<file path="src/rtl/sem_pkg.sv">
package sem_pkg;

    typedef enum logic [1:0] {
        OWN_NONE  = 2'd0,
        OWN_LEFT  = 2'd1,
        OWN_RIGHT = 2'd2
    } owner_e;

    typedef struct packed {
        owner_e owner;
        logic   want_l;
        logic   want_r;
    } cell_t;

endpackage

</file>
<file path="src/rtl/sem_port_decode.sv">
module sem_port_decode #(
    parameter int ADDR_W  = 3,
    parameter int NUM_SEM = 8
) (
    input  logic              sel_n,
    input  logic              wr_n,
    input  logic [ADDR_W-1:0] addr,
    input  logic              bit0,
    output logic [NUM_SEM-1:0] take_vec,
    output logic [NUM_SEM-1:0] drop_vec
);

    logic wr_active;

    assign wr_active = ~sel_n & ~wr_n;

    for (genvar i = 0; i < NUM_SEM; i++) begin : g_dec
        logic hit;
        assign hit         = wr_active & (addr == ADDR_W'(i));
        assign take_vec[i] = hit & ~bit0;
        assign drop_vec[i] = hit & bit0;
    end

endmodule

</file>
<file path="src/rtl/sem_cell.sv">
module sem_cell
    import sem_pkg::*;
(
    input  logic clk,
    input  logic rst_n,
    input  logic l_take,
    input  logic l_drop,
    input  logic r_take,
    input  logic r_drop,
    output logic own_l,
    output logic own_r
);

    cell_t cell_d, cell_q;

    always_comb begin
        cell_d        = cell_q;
        cell_d.want_l = (cell_q.want_l | l_take) & ~l_drop;
        cell_d.want_r = (cell_q.want_r | r_take) & ~r_drop;

        if (cell_q.owner == OWN_LEFT && !cell_d.want_l) begin
            cell_d.owner = OWN_NONE;
        end else if (cell_q.owner == OWN_RIGHT && !cell_d.want_r) begin
            cell_d.owner = OWN_NONE;
        end

        if (cell_d.owner == OWN_NONE) begin
            if (cell_d.want_l) begin
                cell_d.owner = OWN_LEFT;
            end else if (cell_d.want_r) begin
                cell_d.owner = OWN_RIGHT;
            end
        end
    end

    always_ff @(posedge clk or negedge rst_n) begin
        if (!rst_n) begin
            cell_q <= '{owner: OWN_NONE, want_l: 1'b0, want_r: 1'b0};
        end else begin
            cell_q <= cell_d;
        end
    end

    assign own_l = (cell_q.owner == OWN_LEFT);
    assign own_r = (cell_q.owner == OWN_RIGHT);

endmodule

</file>
<file path="src/rtl/sem_view.sv">
module sem_view #(
    parameter int ADDR_W  = 3,
    parameter int NUM_SEM = 8,
    parameter int DATA_W  = 9
) (
    input  logic               sel_n,
    input  logic [ADDR_W-1:0]  addr,
    input  logic [NUM_SEM-1:0] own_vec,
    output logic [DATA_W-1:0]  rdata
);

    logic held;

    assign held  = own_vec[addr];
    assign rdata = sel_n ? {DATA_W{1'b1}} : {DATA_W{~held}};

endmodule

</file>
<file path="src/rtl/sem_bank.sv">
module sem_bank #(
    parameter int ADDR_W = 3,
    parameter int DATA_W = 9
) (
    input  logic              clk,
    input  logic              rst_n,
    input  logic              l_sel_n,
    input  logic              l_wr_n,
    input  logic [ADDR_W-1:0] l_addr,
    input  logic [DATA_W-1:0] l_wdata,
    output logic [DATA_W-1:0] l_rdata,
    input  logic              r_sel_n,
    input  logic              r_wr_n,
    input  logic [ADDR_W-1:0] r_addr,
    input  logic [DATA_W-1:0] r_wdata,
    output logic [DATA_W-1:0] r_rdata
);

    localparam int NUM_SEM = 1 << ADDR_W;

    logic [NUM_SEM-1:0] l_take, l_drop, r_take, r_drop;
    logic [NUM_SEM-1:0] own_l_vec, own_r_vec;
    logic               unused_hi_bits;

    assign unused_hi_bits = ^{l_wdata, r_wdata};

    sem_port_decode #(.ADDR_W(ADDR_W), .NUM_SEM(NUM_SEM)) u_dec_l (
        .sel_n    (l_sel_n),
        .wr_n     (l_wr_n),
        .addr     (l_addr),
        .bit0     (l_wdata[0]),
        .take_vec (l_take),
        .drop_vec (l_drop)
    );

    sem_port_decode #(.ADDR_W(ADDR_W), .NUM_SEM(NUM_SEM)) u_dec_r (
        .sel_n    (r_sel_n),
        .wr_n     (r_wr_n),
        .addr     (r_addr),
        .bit0     (r_wdata[0]),
        .take_vec (r_take),
        .drop_vec (r_drop)
    );

    for (genvar i = 0; i < NUM_SEM; i++) begin : g_cell
        sem_cell u_cell (
            .clk    (clk),
            .rst_n  (rst_n),
            .l_take (l_take[i]),
            .l_drop (l_drop[i]),
            .r_take (r_take[i]),
            .r_drop (r_drop[i]),
            .own_l  (own_l_vec[i]),
            .own_r  (own_r_vec[i])
        );
    end

    sem_view #(.ADDR_W(ADDR_W), .NUM_SEM(NUM_SEM), .DATA_W(DATA_W)) u_view_l (
        .sel_n   (l_sel_n),
        .addr    (l_addr),
        .own_vec (own_l_vec),
        .rdata   (l_rdata)
    );

    sem_view #(.ADDR_W(ADDR_W), .NUM_SEM(NUM_SEM), .DATA_W(DATA_W)) u_view_r (
        .sel_n   (r_sel_n),
        .addr    (r_addr),
        .own_vec (own_r_vec),
        .rdata   (r_rdata)
    );

endmodule

</file>
<file path="config.mk">
export PLATFORM = sky130hd
export DESIGN_NAME = sem_bank
export DESIGN_NICKNAME = d
export VERILOG_FILES = /design/src/rtl/sem_pkg.sv /design/src/rtl/sem_port_decode.sv /design/src/rtl/sem_cell.sv /design/src/rtl/sem_view.sv /design/src/rtl/sem_bank.sv
export SDC_FILE = /design/constraint.sdc
export NUM_CORES = 1
export LEC_CHECK = 0
export ABC_CLOCK_PERIOD_IN_PS = 2700
export CAP_MARGIN = 20
export CORE_MARGIN = 2
export CORE_UTILIZATION = 30
export DETAILED_ROUTE_END_ITERATION = 16
export PLACE_DENSITY = 0.53
export SLEW_MARGIN = 20
export SYNTH_ARGS = -nofsm -noshare
export SYNTH_HDL_FRONTEND = slang
export SYNTH_SLANG_ARGS = --single-unit
export TNS_END_PERCENT = 30
</file>
<file path="constraint.sdc">
create_clock -name clk -period 2.7 [get_ports clk]
set_input_delay 0.405 -clock clk [delete_from_list [all_inputs] [get_ports clk]]
set_output_delay 0.405 -clock clk [all_outputs]
set_load 0.02 [all_outputs]
</file>
==> flow_metrics.tcl <==
set metrics [dict create \
    status "finished clean" \
    ir_drop_v 0.0002533 \
    yosys_warnings 0 \
    seq_area_sq_um 800.8 \
    slowest_stage "clkdlybuf4s50_1" \
    final_area_sq_um 2236 \
    syn_nets 212 \
    r2r_slack_ns 1.73 \
    finalSetupViolations 0 \
    rr_worst_depth 2 \
    multi_input_area_sq_um 808.3 \
    critPathLaunchType "input port" \
    io_pins 48 \
    antenna_cells 0 \
    clk_path_buf_depth 2 \
    die_h_um 81.61 \
    grt_use_total_pct 13.52 \
    slowest_delay_ns 0.57 \
    ys_types 39 \
    place_hpwl_um 3038 \
    area_delta_synth_final_pct 23.75 \
    place_area_sq_um 2156 \
    rr_endpoint "g_cell[3].u_cell.cell_q[3]" \
    synthArstFlopShare_pct 100.0 \
    gp_congestion 0.7330 \
    cts_tree "yes" \
    grt_setup_unrepaired "true" \
    h-tree-depth 2 \
    synthSimpleGateAreaFrac_pct 19.18 \
    core_sq_um 5886 \
    tightest_slew_ns 0.4173 \
    drive_above_1_share_pct 13.21 \
    worstHoldStart "g_cell[4].u_cell.cell_q[0]" \
    leakagePower_nw 1.077 \
    synth_top_cell_area_share_pct 44.32 \
    yosys.area.top_type "dfrtp_1" \
    timing.final.hold_violations 0 \
    vias 1384 \
    synth_top_family_by_area "simple AND/OR/NAND/NOR gates" \
    drc 0 \
    ctsRootBufferMaster "clkbuf_8" \
    die-area_sq_um 6659 \
    slew_headroom_pct 72.18 \
    finalMaxSlewViolations 0 \
    cts.sinks 32 \
    holdBufCountCts 0 \
    drt_iter0_drc 61 \
    switching_share_pct 35.84 \
    cts_inserted_buffers 5 \
    drtAntennaViolNets 0 \
    synth_top_flop_cell "dfrtp_1" \
    hold_class "register to register" \
    largest_reg_flops 32 \
    fmax_mhz 389.9 \
    path_clk_slew_ns 0.06 \
    synth_compound_area_share_pct 13.57 \
    routedWlPerCell_um 13.96 \
    fill_cells 619 \
    drtPass1Iterations 4 \
    grt_pass1_wl_um 6748 \
    grt_max_degree 33 \
    numPortBuffers 31 \
    synth_edf_count 0 \
    rr_startpoint "g_cell[3].u_cell.cell_q[0]" \
    hold_ws_ns 0.5025 \
    synth_most_common_cell "dfrtp_1" \
    wirelength_um 4007 \
    maxCapViolations 0 \
    finClkSkew_ns 0.005326 \
    postCtsSetupBuffers 0 \
    regMostFlops "g_cell.u_cell.cell_q" \
    syn_area_per_cell_sq_um 9.927 \
    insertion_delay_ns 0.28 \
    post-route-min-period_ns 2.565 \
    viasPerCell 4.822 \
    critPathKind "input port to primary output" \
    fin_crit_sh_pct 95.00 \
    p_per_area_nw_per_um2 780.3 \
    overflow 0 \
    start_util_pct 30.70 \
    power.switching_mw 0.6253 \
    antenna_found_initial 0 \
    internal-power_mw 1.119 \
    synth_common_cells "dfrtp_1, inv_1, nand2_1, buf_4, mux2i_1" \
    synth-xor-area-share_pct 0 \
    min_to "g_cell[4].u_cell.cell_q[0]" \
    crit_chain "clkdlybuf4s50_1 -> buf_4 -> nor2_1 -> a221oi_1 -> a21oi_1 -> a31oi_4 -> dlygate4sd2_1" \
    ys_ff_latch 32 \
    p_seq_share_pct 47.1 \
    largestRegisters "g_cell.u_cell.cell_q (32)" \
    grt_pass1_vias 1354 \
    row_count 28 \
    finalSetupTns_ns 0 \
    clkPwrFrac_pct 19.7 \
    crit_required_ns 2.30 \
    synth.area.top_cells "dfrtp_1, mux2i_1, buf_4" \
    power_frac_comb_pct 33.2 \
    crit_fanout 9 \
    synth_area_sq_um 1807 \
    nets 242 \
    synth_fa_ha_area_share_pct 0 \
    endpoint_kind "primary output" \
    arrival_ns 2.16 \
    die_w_um 81.61 \
    hold_depth 2 \
    synthMuxAreaShare_pct 10.53 \
    yosysSeqAreaShare_pct 44.32 \
    syn_inst 182 \
]
## cells by family after synthesis
family                 after synthesis
AND/OR/NAND/NOR                     59
AO/OA/AOI/OAI                       31
multiplexers                        18
flip-flops                          32
buffers and inverters               42
## routing by layer
layer  up-vias  wire (um)  global-route usage (%)
met5         -          0                       0
met4         0         41                   4.000
met3         4        189                   4.176
met2        33       1770                   20.25
met1       669       2005                   18.76
li1        678          -                       -
## power groups by stage
stage               registers (mW)  clock network [mW]  logic, mW
floorplan                    0.769                   0      0.469
global placement             0.828                   0      0.603
detailed placement           0.827                   0      0.606
CTS                          0.819               0.355      0.586
global route                 0.848               0.382      0.647
finish                       0.822               0.344      0.579
## worst max path at each step
stage / start / endpoint / slack, ns / cells past startpoint
floorplan: r_addr[1] / r_rdata[1] / 0.46 / 6
global placement: r_addr[1] / r_rdata[3] / -0.31 / 7
detailed placement: r_addr[1] / r_rdata[5] / -0.43 / 7
CTS: r_addr[1] / r_rdata[5] / 0.11 / 7
global route: r_addr[1] / r_rdata[1] / 0.002 / 7
finish: r_addr[1] / r_rdata[5] / 0.14 / 7
## per-stage QoR
step | utilization [%] | setup WS [ns] | power [mW] | instances
after global routing | 37.99 | 0.001727 | 1.876 | 287
after CTS | 37.90 | 0.1125 | 1.760 | 287
after global placement | 36.63 | -0.3143 | 1.430 | 280
final | 37.99 | 0.1350 | 1.745 | 287
after floorplan | - | 0.4551 | 1.237 | 182
after detailed placement | 36.63 | -0.4328 | 1.433 | 280
## layout make-up
cell class                 count  share of cell area [%]
clock buffer                   6                   3.246
clock inverter                 1                  0.2238
inverter                      23                   3.861
multi-input combinational    108                   36.15
sequential                    32                   35.81
tap                           75                   4.197
timing repair buffer          42                   16.51
## what timing repair did
item / 4_1_cts / 5_1_grt
gates resized for setup: 23 / 1
setup endpoints to repair: 18 / 9
cloned: 0 / 0
pin swaps: 0 / 1
## critical path: cells and delay by family
| kind | cells | cell delay, ns |
|---|---|---|
| buffers and inverters | 3 | 1.10 |
| and+or+nand+nor | 1 | 0.04 |
| AOI/OAI and AO/OA | 3 | 0.61 |
## placed cells by master, fill, tap and decap left out, drive strengths merged, types with 2 or more instances in the layout
master | netlist | layout
clkinv | 1 | 2
o31ai | 6 | 6
clkdlybuf4s50 | 0 | 12
o21ai | 3 | 3
a2bb2oi | 6 | 6
a32oi | 2 | 2
mux2i | 16 | 16
and3 | 8 | 8
dfrtp | 32 | 32
nor3b | 9 | 9
nor3 | 2 | 2
nand3b | 3 | 3
inv | 22 | 22
mux2 | 2 | 2
clkbuf | 0 | 6
nor2b | 3 | 3
nand2b | 2 | 2
dlygate4sd2 | 0 | 19
nand3 | 2 | 2
nor2 | 7 | 7
nand2 | 21 | 21
buf | 19 | 11
Note: power is estimated with default switching activity, not from simulation.
